### config.mk
export PLATFORM = sky130hd
export DESIGN_NAME = hazard_scoreboard
export DESIGN_NICKNAME = d
export VERILOG_FILES = /design/src/rtl/hazard_scoreboard.sv
export SDC_FILE = /design/constraint.sdc
export NUM_CORES = 1
export LEC_CHECK = 0
export BUFFER_PORTS_ARGS = -buffer_cell sky130_fd_sc_hd__buf_2
export CAP_MARGIN = 20
export CORE_ASPECT_RATIO = 1.1
export CORE_UTILIZATION = 45
export CTS_CLUSTER_SIZE = 14
export DETAILED_ROUTE_END_ITERATION = 6
export PLACE_DENSITY = 0.6
export SYNTH_ARGS = -nofsm -noshare
export SYNTH_HDL_FRONTEND = slang
export SYNTH_SLANG_ARGS = --single-unit
### constraint.sdc
create_clock -name clk -period 9.31 [get_ports clk]
set_input_delay 1.862 -clock clk [delete_from_list [all_inputs] [get_ports clk]]
set_output_delay 1.862 -clock clk [all_outputs]
set_load 0.03 [all_outputs]
### src/rtl/hazard_scoreboard.sv
module hazard_scoreboard #(
  parameter int NREG = 32,
  parameter int CW   = 2
) (
  input  logic                    clk,
  input  logic                    rst_n,
  input  logic                    iss_valid,
  input  logic [2:0]              iss_class,
  input  logic [$clog2(NREG)-1:0] src1,
  input  logic                    src1_en,
  input  logic [$clog2(NREG)-1:0] src2,
  input  logic                    src2_en,
  input  logic [$clog2(NREG)-1:0] dst,
  input  logic                    dst_en,
  output logic                    stall
);
  localparam int AW = $clog2(NREG);
  localparam logic [2:0] K_ALU = 3'd0, K_CMP = 3'd1, K_LD = 3'd2, K_ST = 3'd3, K_BR = 3'd4;
  localparam logic [CW-1:0] ZERO = '0;
  localparam logic [CW-1:0] ONE  = CW'(1);
  localparam logic [CW-1:0] LAT_LD  = CW'(2);
  localparam logic [CW-1:0] LAT_DEF = CW'(1);

  logic [CW-1:0] cnt   [NREG];
  logic          ld_q  [NREG];
  logic          alu_q [NREG];
  logic [CW-1:0] cc_cnt;
  logic          mem_pend, mem_st;
  logic          s1_hz, s2_hz, ww_hz, cc_hz, mem_hz, hazard;

  wire is_ld  = iss_class == K_LD;
  wire is_st  = iss_class == K_ST;
  wire is_mem = is_ld | is_st;
  wire is_alu = (iss_class == K_ALU) | (iss_class == K_CMP);
  wire accept = iss_valid & ~hazard;
  wire wr     = accept & dst_en & (dst != '0);

  always_comb begin
    s1_hz  = src1_en && src1 != '0 && cnt[src1] > ((is_st && alu_q[src1]) ? ONE : ZERO);
    s2_hz  = src2_en && src2 != '0 && cnt[src2] > ((is_st && alu_q[src2]) ? ONE : ZERO);
    ww_hz  = dst_en && dst != '0 && cnt[dst] > (ld_q[dst] ? ONE : ZERO);
    cc_hz  = (iss_class == K_BR && cc_cnt > ONE) || (iss_class == K_CMP && cc_cnt != ZERO);
    mem_hz = is_mem && mem_pend && (mem_st || is_st);
    hazard = s1_hz | s2_hz | ww_hz | cc_hz | mem_hz;
  end

  assign stall = iss_valid & hazard;

  always_ff @(posedge clk or negedge rst_n) begin
    if (!rst_n) begin
      for (int i = 0; i < NREG; i++) begin
        cnt[i]   <= ZERO;
        ld_q[i]  <= 1'b0;
        alu_q[i] <= 1'b0;
      end
      cc_cnt   <= ZERO;
      mem_pend <= 1'b0;
      mem_st   <= 1'b0;
    end else begin
      for (int i = 0; i < NREG; i++) begin
        if (wr && dst == AW'(i)) begin
          cnt[i]   <= is_ld ? LAT_LD : LAT_DEF;
          ld_q[i]  <= is_ld;
          alu_q[i] <= is_alu;
        end else if (cnt[i] != ZERO) begin
          cnt[i] <= cnt[i] - ONE;
        end
      end
      if (accept && iss_class == K_CMP) cc_cnt <= ONE;
      else if (cc_cnt != ZERO)          cc_cnt <= cc_cnt - ONE;
      if (accept && is_mem) begin
        mem_pend <= 1'b1;
        mem_st   <= is_st;
      end else begin
        mem_pend <= 1'b0;
      end
    end
  end
endmodule

==> metrics.txt <==
# TYPE chip_impl_metric gauge
chip_impl_info{name="run_status",value="completed"} 1
chip_impl_info{name="cts.root.buffer_cell",value="sky130_fd_sc_hd__clkbuf_16"} 1
chip_impl_metric{name="initial_cell_density_of_the_core",unit=""} 0.462
chip_impl_metric{name="place_worst_setup_slack",unit="ns"} 2.14
chip_impl_metric{name="first_iter_violations",unit=""} 515
chip_impl_metric{name="finalInstanceArea",unit="mm^2"} 0.0104
chip_impl_info{name="synth_ff_type",value="sky130_fd_sc_hd__dfrtp_1"} 1
chip_impl_metric{name="drc_errors",unit=""} 0
chip_impl_metric{name="gr-total-overflow",unit=""} 0
chip_impl_metric{name="maxCapViolCount",unit=""} 0
chip_impl_metric{name="detailedRoute.firstPassIterationCount",unit=""} 5
chip_impl_metric{name="ys_seq_elements",unit=""} 132
chip_impl_metric{name="final_max_slew_viol_count",unit=""} 0
chip_impl_info{name="r2r-start",value="alu_q[16]$_DFFE_PN0P_"} 1
chip_impl_info{name="most_used_cells_in_the_layout_excluding_fill_and_tap_cells",value="sky130_fd_sc_hd__dfrtp_1, sky130_fd_sc_hd__mux4_2, sky130_fd_sc_hd__mux2i_1"} 1
chip_impl_info{name="critical_path.startpoint_type",value="input pin"} 1
chip_impl_info{name="setup.worst_path.end_class",value="primary output"} 1
chip_impl_metric{name="post-cts-setup-buffer-count",unit=""} 0
chip_impl_metric{name="finalHoldViolCount",unit=""} 0
chip_impl_metric{name="drt-vias-per-instance",unit=""} 6.36
chip_impl_info{name="crit-reg2reg-capture",value="alu_q[30]$_DFFE_PN0P_"} 1
chip_impl_info{name="hp-start",value="ld_q[31]$_DFFE_PN0P_"} 1
chip_impl_metric{name="cts-htree-levels",unit=""} 4
chip_impl_metric{name="mappedNetlistNets",unit=""} 828
chip_impl_metric{name="numClockSinks",unit=""} 132
chip_impl_metric{name="syn_area_per_cell",unit="um^2"} 12.4
chip_impl_metric{name="numPortBuffers",unit=""} 24
chip_impl_metric{name="first_pass_grt_wire_length",unit="um"} 40200
chip_impl_metric{name="power_leakage",unit="nW"} 4.98
chip_impl_metric{name="crit_required",unit="ns"} 7.45
chip_impl_metric{name="synth_warnings",unit=""} 0
chip_impl_info{name="setup.worst_path.class",value="in -> out"} 1
chip_impl_metric{name="post_cts_resized",unit=""} 0
chip_impl_metric{name="postRouteWirelength",unit="um"} 25200
chip_impl_metric{name="ios",unit=""} 25
chip_impl_metric{name="final_net_count",unit=""} 823
chip_impl_metric{name="grtUsageTotal",unit=""} 0.249
chip_impl_metric{name="timing.critical_path.arrival",unit="ns"} 5.32
chip_impl_metric{name="total_number_of_placement_rows",unit=""} 55
chip_impl_metric{name="yosysSeqAreaShare",unit=""} 0.346
chip_impl_metric{name="postSynth.asyncResetShare",unit=""} 1.00
chip_impl_info{name="critical_path.startpoint",value="dst[0]"} 1
chip_impl_info{name="rsz_0062_raised_after_global_routing",value="no"} 1
chip_impl_metric{name="finalCoreUtilization",unit=""} 0.505
chip_impl_metric{name="routability_driven_placement_congestion_ratio",unit=""} 0.847
chip_impl_info{name="timing.critical_path.to",value="stall"} 1
chip_impl_metric{name="die_area",unit="mm^2"} 0.0218
chip_impl_metric{name="r2r.worst_path.cells",unit=""} 12
chip_impl_info{name="tritoncts",value="done"} 1
chip_impl_metric{name="initial_antenna_violation_count",unit=""} 1
chip_impl_info{name="mostFrequentLayoutCell",value="sky130_fd_sc_hd__dfrtp_1"} 1
chip_impl_metric{name="period_share",unit=""} 0.771
chip_impl_metric{name="path_clk_slew",unit="ns"} 0.05
chip_impl_metric{name="areaGrowthSynthToFinish",unit="%"} 9.27
chip_impl_metric{name="post-route-worst-setup-slack",unit="ns"} 2.13
chip_impl_metric{name="syn-instance-count",unit=""} 767
chip_impl_info{name="worstHoldPathType",value="reg -> reg"} 1
chip_impl_metric{name="worstMarginPinSlew",unit="ns"} 0.885
chip_impl_metric{name="fmax",unit="GHz"} 0.139
chip_impl_metric{name="detail_route.wl_per_cell",unit="um"} 24.4
chip_impl_metric{name="largest_vdd_supply_drop",unit="uV"} 137
chip_impl_metric{name="netlist-cell-type-count",unit=""} 51
chip_impl_metric{name="final_antenna_net_count",unit=""} 0
chip_impl_metric{name="edff_count_synth",unit=""} 0
chip_impl_metric{name="powerDensity",unit="mW/mm^2"} 276
chip_impl_metric{name="report.final.setup_viol",unit=""} 0
chip_impl_metric{name="dpl.hpwl",unit="um"} 18100
chip_impl_metric{name="timing.max_slew.rel_slack",unit=""} 0.410
chip_impl_metric{name="max_buffers_root_to_sink",unit=""} 2
chip_impl_metric{name="final.hold.worst_slack",unit="ns"} 0.381
chip_impl_metric{name="skew",unit="ns"} 0.00895
chip_impl_metric{name="width_of_the_die",unit="um"} 141
chip_impl_metric{name="finalCriticalPeriod",unit="ns"} 7.18
chip_impl_metric{name="crit_fanout",unit=""} 22
chip_impl_metric{name="post_cts_hold_buffer_count",unit=""} 0
chip_impl_metric{name="routed-via-count",unit=""} 6559
chip_impl_metric{name="ratio_of_cells_with_drive_above_1_in_the_final_layout",unit=""} 0.319
chip_impl_metric{name="power",unit="mW"} 2.88
chip_impl_metric{name="core_region_area",unit="mm^2"} 0.0206
chip_impl_metric{name="fin_tns_setup",unit="ns"} 0
chip_impl_metric{name="rrSetupSlack",unit="ns"} 5.10
chip_impl_metric{name="stdcell_count",unit=""} 1031
chip_impl_metric{name="place_area",unit="mm^2"} 0.00982
chip_impl_metric{name="placed_cells",unit=""} 998
chip_impl_metric{name="number_of_cts_inserted_buffers",unit=""} 17
chip_impl_metric{name="first_global_vias",unit=""} 6962
chip_impl_metric{name="largest_net_degree_at_the_start_of_global_routing",unit=""} 79
chip_impl_metric{name="die-height",unit="um"} 155
chip_impl_metric{name="syn-cell-area",unit="mm^2"} 0.00954
chip_impl_metric{name="clock_latency",unit="ns"} 0.43
==> metal layers <==
layer  vias to the layer above  share of wire  track usage
met5                         -              0            0
met4                         0          0.036        0.104
met3                        63          0.040       0.0477
met2                       216           0.51        0.425
met1                      3424           0.41        0.309
li1                       2856              -            -
==> power breakdown <==
group,total [mW],internal [mW],switching [mW]
clock network,0.666,0.399,0.267
registers,0.968,0.745,0.223
logic,1.24,0.579,0.666
total,2.88,1.72,1.16
==> worst max-delay path, stage by stage <==
cell and delay [ns]:
sky130_fd_sc_hd__buf_2 0.40, sky130_fd_sc_hd__buf_4 0.41, sky130_fd_sc_hd__mux4_2 0.55, sky130_fd_sc_hd__mux4_2 0.49
sky130_fd_sc_hd__mux2_2 0.28, sky130_fd_sc_hd__ha_1 0.27, sky130_fd_sc_hd__nor2_1 0.04, sky130_fd_sc_hd__a221oi_1 0.20
sky130_fd_sc_hd__o31ai_1 0.19, sky130_fd_sc_hd__nor2_4 0.14, sky130_fd_sc_hd__nor2_1 0.09, sky130_fd_sc_hd__o21a_1 0.20
sky130_fd_sc_hd__buf_2 0.17
==> cells by family after synthesis <==
| logic type | count (synthesis) | synth area share |
|---|---|---|
| buf+inv | 125 | 0.0546 |
| fa+ha+maj | 37 | 0.0485 |
| mux | 218 | 0.343 |
| simple gates | 160 | 0.135 |
| flops | 132 | 0.346 |
| compound gates | 62 | 0.0420 |
| xor+xnor | 33 | 0.0303 |
==> layout make-up <==
| class | count | area, um^2 |
|---|---|---|
| sequential | 132 | 3300 |
| fill | 1754 | 10200 |
| multi-input combinational | 510 | 5750 |
| clock inverter | 12 | 133 |
| timing repair buffer | 33 | 214 |
| antenna | 1 | 2.50 |
| inverter | 68 | 255 |
| clock buffer | 19 | 443 |
| tap | 256 | 320 |
==> worst min path at each step <==
stage,end,slack (ns),cells after the start
after floorplan,ld_q[31]$_DFFE_PN0P_,0.42,1
after global placement,ld_q[31]$_DFFE_PN0P_,0.37,0
after detailed placement,ld_q[31]$_DFFE_PN0P_,0.36,0
after CTS,ld_q[31]$_DFFE_PN0P_,0.38,0
after global routing,ld_q[31]$_DFFE_PN0P_,0.39,0
final,ld_q[31]$_DFFE_PN0P_,0.38,0
==> registers in the layout, summed over array words and instances, names as in the netlist <==
| name | cells |
|---|---|
| cnt | 64 |
| alu_q | 32 |
| ld_q | 32 |
| cc_cnt | 2 |
| mem_pend | 1 |
| mem_st | 1 |
==> cells in the mapped netlist, drive strengths merged (2+ instances only) <==
cell type	number	share of area
o311ai	3	0.0035
and3	18	0.012
or4	3	0.0024
o31a	2	0.0018
mux2i	72	0.076
buf	28	0.016
a21oi	31	0.016
mux4	81	0.19
o211ai	2	0.0016
a211oi	2	0.0016
nand2b	11	0.0072
ha	37	0.049
o21a	2	0.0016
nand4	31	0.064
xor2	32	0.029
o22ai	3	0.0020
nor2b	8	0.0052
nand2	11	0.0043
nor2	49	0.019
nor4	14	0.011
clkbuf	29	0.011
dfrtp	132	0.35
inv	68	0.027
o21ai	5	0.0026
mux2	65	0.077
nor3	6	0.0031
nor3b	4	0.0031
o31ai	2	0.0016
Note: power is estimated with default switching activity, not from simulation.
